**src/rtl/xseq_pkg.sv**
```systemverilog
package xseq_pkg;

  typedef enum logic [2:0] {
    PH_IDLE    = 3'd0,
    PH_SAVE    = 3'd1,
    PH_HANDLER = 3'd2,
    PH_RESTORE = 3'd3,
    PH_CHAIN   = 3'd4,
    PH_SLEEP   = 3'd5
  } xphase_e;

  // True when candidate priority value is strictly more urgent than current.
  function automatic logic outranks(input logic [7:0] cand, input logic [7:0] cur);
    return cand < cur;
  endfunction

  // Counter preload for a phase lasting the given number of cycles.
  function automatic int unsigned span_load(input int unsigned cycles);
    return (cycles > 0) ? cycles - 1 : 0;
  endfunction

  function automatic int unsigned max3(input int unsigned a, input int unsigned b,
                                       input int unsigned c);
    int unsigned m;
    m = (a > b) ? a : b;
    return (m > c) ? m : c;
  endfunction

endpackage

```
**src/rtl/xseq_timer.sv**
```systemverilog
module xseq_timer #(
  parameter int CNT_W = 4
) (
  input  logic             clk,
  input  logic             rst_n,
  input  logic             load,
  input  logic [CNT_W-1:0] load_val,
  output logic             zero
);
  logic [CNT_W-1:0] cnt_q;

  always_ff @(posedge clk) begin
    if (!rst_n)          cnt_q <= '0;
    else if (load)       cnt_q <= load_val;
    else if (cnt_q != 0) cnt_q <= cnt_q - 1'b1;
  end

  assign zero = (cnt_q == '0);


  count_monotonic_chk: assert property (@(posedge clk) disable iff (!rst_n)
    (!load && cnt_q != '0) |=> (cnt_q == CNT_W'($past(cnt_q) - 1'b1)));

endmodule

```
**src/rtl/xseq_ctx_stack.sv**
```systemverilog
module xseq_ctx_stack #(
  parameter int VEC_W  = 6,
  parameter int PRIO_W = 4,
  parameter int SLOTS  = 8,
  localparam int IDX_W = (SLOTS > 1) ? $clog2(SLOTS) : 1
) (
  input  logic              clk,
  input  logic              rst_n,
  input  logic              push,
  input  logic [IDX_W-1:0]  wr_idx,
  input  logic [VEC_W-1:0]  wr_vec,
  input  logic [PRIO_W-1:0] wr_prio,
  input  logic [IDX_W-1:0]  rd_idx,
  output logic [VEC_W-1:0]  rd_vec,
  output logic [PRIO_W-1:0] rd_prio
);
  logic [VEC_W-1:0]  vec_mem  [SLOTS];
  logic [PRIO_W-1:0] prio_mem [SLOTS];

  for (genvar i = 0; i < SLOTS; i++) begin : g_slot
    always_ff @(posedge clk) begin
      if (!rst_n) begin
        vec_mem[i]  <= '0;
        prio_mem[i] <= '0;
      end else if (push && wr_idx == IDX_W'(i)) begin
        vec_mem[i]  <= wr_vec;
        prio_mem[i] <= wr_prio;
      end
    end
  end

  assign rd_vec  = vec_mem[rd_idx];
  assign rd_prio = prio_mem[rd_idx];

endmodule

```
**src/rtl/exc_seq.sv**
```systemverilog
module exc_seq
  import xseq_pkg::*;
#(
  parameter int VEC_W     = 6,
  parameter int PRIO_W    = 4,
  parameter int MAX_NEST  = 8,
  parameter int ENTRY_CYC = 12,
  parameter int EXIT_CYC  = 10,
  parameter int CHAIN_CYC = 6,
  parameter int DEFER_VEC = 14,
  localparam int DEPTH_W  = $clog2(MAX_NEST + 1)
) (
  input  logic               clk,
  input  logic               rst_n,
  input  logic               req_valid,
  input  logic [VEC_W-1:0]   req_vec,
  input  logic [PRIO_W-1:0]  req_prio,
  input  logic               done,
  input  logic               defer_set,
  input  logic               sleep_on_exit,
  output logic [2:0]         phase_o,
  output logic [VEC_W-1:0]   active_vec_o,
  output logic [DEPTH_W-1:0] depth_o,
  output logic               stack_busy_o,
  output logic               nest_ovf_o
);
  localparam int MAXC  = max3(ENTRY_CYC, EXIT_CYC, CHAIN_CYC);
  localparam int CNT_W = $clog2(MAXC + 1);
  localparam int IDX_W = (MAX_NEST > 1) ? $clog2(MAX_NEST) : 1;
  localparam logic [CNT_W-1:0] LD_SAVE    = CNT_W'(span_load(ENTRY_CYC));
  localparam logic [CNT_W-1:0] LD_RESTORE = CNT_W'(span_load(EXIT_CYC));
  localparam logic [CNT_W-1:0] LD_CHAIN   = CNT_W'(span_load(CHAIN_CYC));
  localparam logic [PRIO_W-1:0] PRIO_LOW  = {PRIO_W{1'b1}};
  localparam logic [VEC_W-1:0]  DVEC      = VEC_W'(DEFER_VEC);

  xphase_e phase_q, phase_d;
  logic [VEC_W-1:0]   act_vec_q, act_vec_d, tgt_vec_q, tgt_vec_d;
  logic [PRIO_W-1:0]  act_prio_q, act_prio_d, tgt_prio_q, tgt_prio_d;
  logic               tgt_defer_q, tgt_defer_d;
  logic [DEPTH_W-1:0] depth_q, depth_d;
  logic               defer_q, defer_d;
  logic               ovf_q, ovf_d;

  logic               tmr_load;
  logic [CNT_W-1:0]   tmr_val;
  logic               tmr_zero;

  logic [IDX_W-1:0]   push_idx, pop_idx;
  logic [VEC_W-1:0]   stk_vec;
  logic [PRIO_W-1:0]  stk_prio;

  // Named internal events
  logic in_handler, done_evt, depth_one, nest_full, req_fits_under;
  logic chain_req, chain_defer, go_sleep, go_restore;
  logic preempt_try, preempt_ok, preempt_ovf;
  logic save_replace, save_end, restore_end, chain_end;
  logic idle_take, wake;

  assign in_handler     = (phase_q == PH_HANDLER);
  assign done_evt       = done && in_handler;
  assign depth_one      = (depth_q == DEPTH_W'(1));
  assign nest_full      = (depth_q == DEPTH_W'(MAX_NEST));
  assign req_fits_under = (depth_q <= DEPTH_W'(1)) ||
                          outranks(8'(req_prio), 8'(stk_prio));

  assign chain_req   = done_evt && req_valid && req_fits_under;
  assign chain_defer = done_evt && !chain_req && depth_one && defer_q;
  assign go_sleep    = done_evt && !chain_req && !chain_defer && depth_one && sleep_on_exit;
  assign go_restore  = done_evt && !chain_req && !chain_defer && !go_sleep;

  assign preempt_try = in_handler && !done && req_valid &&
                       outranks(8'(req_prio), 8'(act_prio_q));
  assign preempt_ok  = preempt_try && !nest_full;
  assign preempt_ovf = preempt_try && nest_full;

  assign save_replace = (phase_q == PH_SAVE) && !tmr_zero && req_valid &&
                        outranks(8'(req_prio), 8'(tgt_prio_q));
  assign save_end     = (phase_q == PH_SAVE) && tmr_zero;
  assign restore_end  = (phase_q == PH_RESTORE) && tmr_zero;
  assign chain_end    = (phase_q == PH_CHAIN) && tmr_zero;
  assign idle_take    = (phase_q == PH_IDLE) && (req_valid || defer_q);
  assign wake         = (phase_q == PH_SLEEP) && (req_valid || defer_q);

  assign push_idx = (depth_q >= DEPTH_W'(1)) ? IDX_W'(depth_q - DEPTH_W'(1)) : '0;
  assign pop_idx  = (depth_q >= DEPTH_W'(2)) ? IDX_W'(depth_q - DEPTH_W'(2)) : '0;

  xseq_timer #(.CNT_W(CNT_W)) u_timer (
    .clk      (clk),
    .rst_n    (rst_n),
    .load     (tmr_load),
    .load_val (tmr_val),
    .zero     (tmr_zero)
  );

  xseq_ctx_stack #(.VEC_W(VEC_W), .PRIO_W(PRIO_W), .SLOTS(MAX_NEST)) u_stack (
    .clk     (clk),
    .rst_n   (rst_n),
    .push    (preempt_ok),
    .wr_idx  (push_idx),
    .wr_vec  (act_vec_q),
    .wr_prio (act_prio_q),
    .rd_idx  (pop_idx),
    .rd_vec  (stk_vec),
    .rd_prio (stk_prio)
  );

  always_comb begin
    phase_d     = phase_q;
    act_vec_d   = act_vec_q;
    act_prio_d  = act_prio_q;
    tgt_vec_d   = tgt_vec_q;
    tgt_prio_d  = tgt_prio_q;
    tgt_defer_d = tgt_defer_q;
    depth_d     = depth_q;
    defer_d     = defer_q;
    ovf_d       = ovf_q;
    tmr_load    = 1'b0;
    tmr_val     = '0;

    unique case (phase_q)
      PH_IDLE: begin
        if (idle_take) begin
          phase_d  = PH_SAVE;
          tmr_load = 1'b1;
          tmr_val  = LD_SAVE;
          if (req_valid) begin
            tgt_vec_d = req_vec;  tgt_prio_d = req_prio;  tgt_defer_d = 1'b0;
          end else begin
            tgt_vec_d = DVEC;     tgt_prio_d = PRIO_LOW;  tgt_defer_d = 1'b1;
          end
        end
      end
      PH_SAVE: begin
        if (save_replace) begin
          tgt_vec_d = req_vec;  tgt_prio_d = req_prio;  tgt_defer_d = 1'b0;
        end
        if (save_end) begin
          phase_d    = PH_HANDLER;
          act_vec_d  = tgt_vec_q;
          act_prio_d = tgt_prio_q;
          depth_d    = depth_q + DEPTH_W'(1);
          if (tgt_defer_q) defer_d = 1'b0;
        end
      end
      PH_HANDLER: begin
        if (chain_req) begin
          phase_d  = PH_CHAIN;  tmr_load = 1'b1;  tmr_val = LD_CHAIN;
          tgt_vec_d = req_vec;  tgt_prio_d = req_prio;  tgt_defer_d = 1'b0;
        end else if (chain_defer) begin
          phase_d  = PH_CHAIN;  tmr_load = 1'b1;  tmr_val = LD_CHAIN;
          tgt_vec_d = DVEC;     tgt_prio_d = PRIO_LOW;  tgt_defer_d = 1'b1;
        end else if (go_sleep) begin
          phase_d = PH_SLEEP;
          depth_d = '0;
        end else if (go_restore) begin
          phase_d  = PH_RESTORE;  tmr_load = 1'b1;  tmr_val = LD_RESTORE;
        end else if (preempt_ok) begin
          phase_d  = PH_SAVE;  tmr_load = 1'b1;  tmr_val = LD_SAVE;
          tgt_vec_d = req_vec;  tgt_prio_d = req_prio;  tgt_defer_d = 1'b0;
        end else if (preempt_ovf) begin
          ovf_d = 1'b1;
        end
      end
      PH_RESTORE: begin
        if (restore_end) begin
          if (depth_q > DEPTH_W'(1)) begin
            phase_d    = PH_HANDLER;
            act_vec_d  = stk_vec;
            act_prio_d = stk_prio;
            depth_d    = depth_q - DEPTH_W'(1);
          end else begin
            phase_d = PH_IDLE;
            depth_d = '0;
          end
        end
      end
      PH_CHAIN: begin
        if (chain_end) begin
          phase_d    = PH_HANDLER;
          act_vec_d  = tgt_vec_q;
          act_prio_d = tgt_prio_q;
          if (tgt_defer_q) defer_d = 1'b0;
        end
      end
      PH_SLEEP: begin
        if (wake) begin
          phase_d = PH_HANDLER;
          depth_d = DEPTH_W'(1);
          if (req_valid) begin
            act_vec_d = req_vec;  act_prio_d = req_prio;
          end else begin
            act_vec_d = DVEC;     act_prio_d = PRIO_LOW;  defer_d = 1'b0;
          end
        end
      end
      default: phase_d = PH_IDLE;
    endcase

    if (defer_set) defer_d = 1'b1;
  end

  always_ff @(posedge clk) begin
    if (!rst_n) begin
      phase_q     <= PH_IDLE;
      act_vec_q   <= '0;
      act_prio_q  <= PRIO_LOW;
      tgt_vec_q   <= '0;
      tgt_prio_q  <= PRIO_LOW;
      tgt_defer_q <= 1'b0;
      depth_q     <= '0;
      defer_q     <= 1'b0;
      ovf_q       <= 1'b0;
    end else begin
      phase_q     <= phase_d;
      act_vec_q   <= act_vec_d;
      act_prio_q  <= act_prio_d;
      tgt_vec_q   <= tgt_vec_d;
      tgt_prio_q  <= tgt_prio_d;
      tgt_defer_q <= tgt_defer_d;
      depth_q     <= depth_d;
      defer_q     <= defer_d;
      ovf_q       <= ovf_d;
    end
  end

  assign phase_o      = phase_q;
  assign active_vec_o = act_vec_q;
  assign depth_o      = depth_q;
  assign stack_busy_o = (phase_q == PH_SAVE) || (phase_q == PH_RESTORE);
  assign nest_ovf_o   = ovf_q;


  done_ignored_chk: assert property (@(posedge clk) disable iff (!rst_n)
    (phase_q == PH_SAVE && !tmr_zero && done) |=> (phase_q == PH_SAVE));


  chain_depth_chk: assert property (@(posedge clk) disable iff (!rst_n)
    (phase_q == PH_CHAIN) |=> $stable(depth_q));


  ovf_sticky_chk: assert property (@(posedge clk) disable iff (!rst_n)
    ovf_q |=> ovf_q);


  no_overflow_chk: assert property (@(posedge clk) disable iff (!rst_n)
    depth_q <= DEPTH_W'(MAX_NEST));


  wake_direct_chk: assert property (@(posedge clk) disable iff (!rst_n)
    (phase_q == PH_SLEEP) |=> (phase_q == PH_SLEEP || phase_q == PH_HANDLER));


  nest_return_chk: assert property (@(posedge clk) disable iff (!rst_n)
    (restore_end && depth_q > DEPTH_W'(1)) |=>
      (phase_q == PH_HANDLER && depth_q == DEPTH_W'($past(depth_q) - DEPTH_W'(1))));

endmodule

```
**config.mk**
```make
export PLATFORM = sky130hd
export DESIGN_NAME = exc_seq
export DESIGN_NICKNAME = d
export VERILOG_FILES = /design/src/rtl/xseq_pkg.sv /design/src/rtl/xseq_timer.sv /design/src/rtl/xseq_ctx_stack.sv /design/src/rtl/exc_seq.sv
export SDC_FILE = /design/constraint.sdc
export NUM_CORES = 1
export LEC_CHECK = 0
export BUFFER_PORTS_ARGS = -buffer_cell sky130_fd_sc_hd__buf_2
export CORE_MARGIN = 2
export CORE_UTILIZATION = 41
export DETAILED_ROUTE_END_ITERATION = 16
export GPL_ROUTABILITY_DRIVEN = 0
export PLACE_DENSITY = 0.57
export REMOVE_ABC_BUFFERS = 1
export SKIP_CTS_REPAIR_TIMING = 1
export SLEW_MARGIN = 20
export SYNTH_ARGS = -nofsm -noshare
export SYNTH_HDL_FRONTEND = slang
export SYNTH_SLANG_ARGS = --single-unit
```
**constraint.sdc**
```tcl
create_clock -name clk -period 4.1 [get_ports clk]
set_clock_uncertainty 0.05 [all_clocks]
set_input_delay 0.205 -clock clk [delete_from_list [all_inputs] [get_ports clk]]
set_output_delay 0.205 -clock clk [all_outputs]
set_load 0.02 [all_outputs]
```
==> run metrics <==
status=completed; Hold WS=0.0308 ns; initial antenna violation count=0; DR vias/cell=5.85; Setup crit end kind=flip-flop; post-place setup slack=0.563 ns; # DRC=0; Synth Instances=between 500 and 600; CP max FO=14; critical-path cell list=buf_4 > ha_1 > nor4_4 > nor2_2 > mux2_1 > o311ai_2 > ha_1 > o21a_1 > o22a_1 > nor2_1 > o221ai_1 > and2_4 > o32a_1; Max stage delay on crit path=0.35 ns; Synth-to-Final Area Change=15.7%; final hold vios=0; max-cap violations=0; synthesized area per cell=between 10 and 15 um^2; row cnt=44; drt total wl=16.3 mm; antenna viol nets, final=0; # IOs=31; Core ar.=0.0146 mm^2; Critical Path RT=4.34 ns; adder-cell share of the synthesized area=0.0344; CP max-delay cell=nor4_4; Final period util=0.868; RSZ-0062 raised after global routing=no; wire per inst=20.0 um; DRT Pass-1 Iters=5; Synth Area in Compound Gates=0.198; cell mode on critical path=ha_1; H-tree depth=4; FF+latch count, synth=about 110; Buf+Inv Stages, Crit Path=1; main combinational cell family by area after synthesis=compound AO/OA/AOI/OAI gates; top_reg_cell synth=edfxtp_1; share of layout cells above drive strength 1=0.177; grt ovf=0; Max clock buf depth=2; largest net degree at the start of global routing=37; final worst slack=0.540 ns; DP HPWL=11.6 mm; Crit Path Category=flip-flop to flip-flop; max-slew violations=0; Die Area=~0.016 mm^2; Final Power=4.37 mW; Hold/Removal Path Class=input pin to flip-flop; Synth cell types=78; Worst Tran Pin Value=between 0.7 and 0.8 ns; Leakage Power=approximately 2.6 nW; Syn Std Cell Area=just over 0.006 mm^2; I/O Buffers=30; Synth Area in Simple Gates=0.176; Setup crit start kind=flip-flop; crit path DAT=3.80 ns; DR vias=4,748; Peak VDD IR=338 uV; Synth Warn #=0; clock slew at reported path FFs=0.05 ns; vias in the first global route=roughly 4,700; cell family with most CP delay=compound AO/OA/AOI/OAI gates; Synth Area in XOR/XNOR=0.00567; CTS tree=done; Root Driver=clkbuf_16; fmax=281 MHz; clk sink count=roughly 110; chip height=approximately 130 um; global-route usage over all layers=0.215; fin util=0.488; first-pass GRT wire length=~26 mm; EDFF count, synth=80; Seq/Total Area, Yosys=0.499; final setup fails=0; Skew-Pair Late Insertion Delay=around 0.42 ns; CTS Buf Count=17; Slew HR=0.483; mux contribution to synthesized area=0.0450; initial cell density of the core=0.422; n_diodes=0; P per Cell Area=612 mW/mm^2; setup TNS=0 ns; asr flop ratio synth=0; Die W=127 um; Final Critical Period=around 3.6 ns; nets=between 600 and 700; drt initial violations=385
## report_power, final
| part | internal (mW) | switching, mW |
|---|---|---|
| clock | 0.890 | 0.527 |
| combinational | 0.533 | 0.914 |
| sequential | 1.36 | 0.144 |
## through the flow
| step | instances | cell area, um^2 |
|---|---|---|
| CTS | 808 | 7100 |
| global placement | 776 | 6530 |
| floorplan | 544 | 6020 |
| finish | 812 | 7140 |
| detailed placement | 776 | 6530 |
| global route | 812 | 7140 |
## cell type report
class                   instances  area (um^2)
fillers                      1347         7500
flip-flops and latches        114         3080
multi-input cells             404         2840
clock buffers                  19          433
repair buffers                 52          325
well taps                     184          230
clock inverters                13          138
inverters                      26         97.6
## path summary, 6_finish.rpt
check	startpoint	slack (ns)	cells past startpoint	to
worst min-delay path	req_vec[3]	0.03	2	tgt_vec_q[3]$_SDFFE_PN0P_
worst max-delay path	depth_o[1]$_SDFFE_PN0P_	0.54	13	tgt_prio_q[3]$_SDFFE_PN1P_
worst min register to register	nest_ovf_o$_SDFFE_PN0P_	0.41	1	nest_ovf_o$_SDFFE_PN0P_
worst max register to register	depth_o[1]$_SDFFE_PN0P_	0.54	13	tgt_prio_q[3]$_SDFFE_PN1P_
## cell usage after synthesis, drive strengths merged (3+ instances only)
cell type,n,area [um^2]
o221a,3,33.8
dfxtp,34,681
o41ai,3,33.8
nor4,6,52.6
clkbuf,23,86.3
buf,11,72.6
mux4,6,135
and2,57,359
o22ai,8,50.1
nor2b,10,62.6
edfxtp,80,2400
a221oi,14,123
a21oi,33,169
a2bb2oi,4,35.0
nor2,33,131
nand3,13,65.1
o32a,5,50.1
nor3,31,170
o221ai,5,43.8
nor3b,3,32.5
inv,23,86.3
a22oi,4,30.0
a31oi,8,50.1
or3,3,18.8
nand2,31,116
ha,17,213
o31a,6,53.8
a211oi,4,30.0
o21ai,35,190
o2bb2ai,3,26.3
o211ai,6,45.0
mux2i,12,120
clkinv,3,11.3
o32ai,3,45.1
## per-layer routing
layer,vias to the layer above,GRT usage,part of all wire
met3,22,0.0485,0.040
met4,0,0.0899,0.018
met2,124,0.337,0.47
met5,-,0,0
li1,2287,-,-
met1,2315,0.288,0.47
## cell families (layout without fill, tap and decap cells)
| kind of cell | count (synthesis) | count (layout) |
|---|---|---|
| XOR/XNOR | 4 | 4 |
| AO/OA/AOI/OAI | 166 | 166 |
| buffers and inverters | 60 | 110 |
| adder cells (fa/ha/maj) | 17 | 17 |
| multiplexers | 20 | 20 |
| AND/OR/NAND/NOR | 197 | 197 |
| flip-flops | 114 | 114 |
## sequential cells by signal, summed over array words and instances (netlist names)
signal and flops:
u_stack.prio_mem 32, depth_o 4, tgt_defer_q 1, nest_ovf_o 1, phase_o 3, active_vec_o 6, u_timer.cnt_q 4, defer_q 1
act_prio_q 4, tgt_prio_q 4, u_stack.vec_mem 48, tgt_vec_q 6
## cell usage in the layout, fill, tap and decap left out, types with 18 or more instances in the layout
master / netlist / final
edfxtp_1: 80 / 80
and2_1: 56 / 56
dfxtp_1: 34 / 34
a21oi_1: 32 / 32
nand2_1: 31 / 31
o21ai_0: 32 / 31
nor2_1: 30 / 30
buf_2: 7 / 30
nor3_1: 28 / 28
inv_1: 22 / 22
buf_4: 0 / 18
Note: power is estimated with default switching activity, not from simulation.
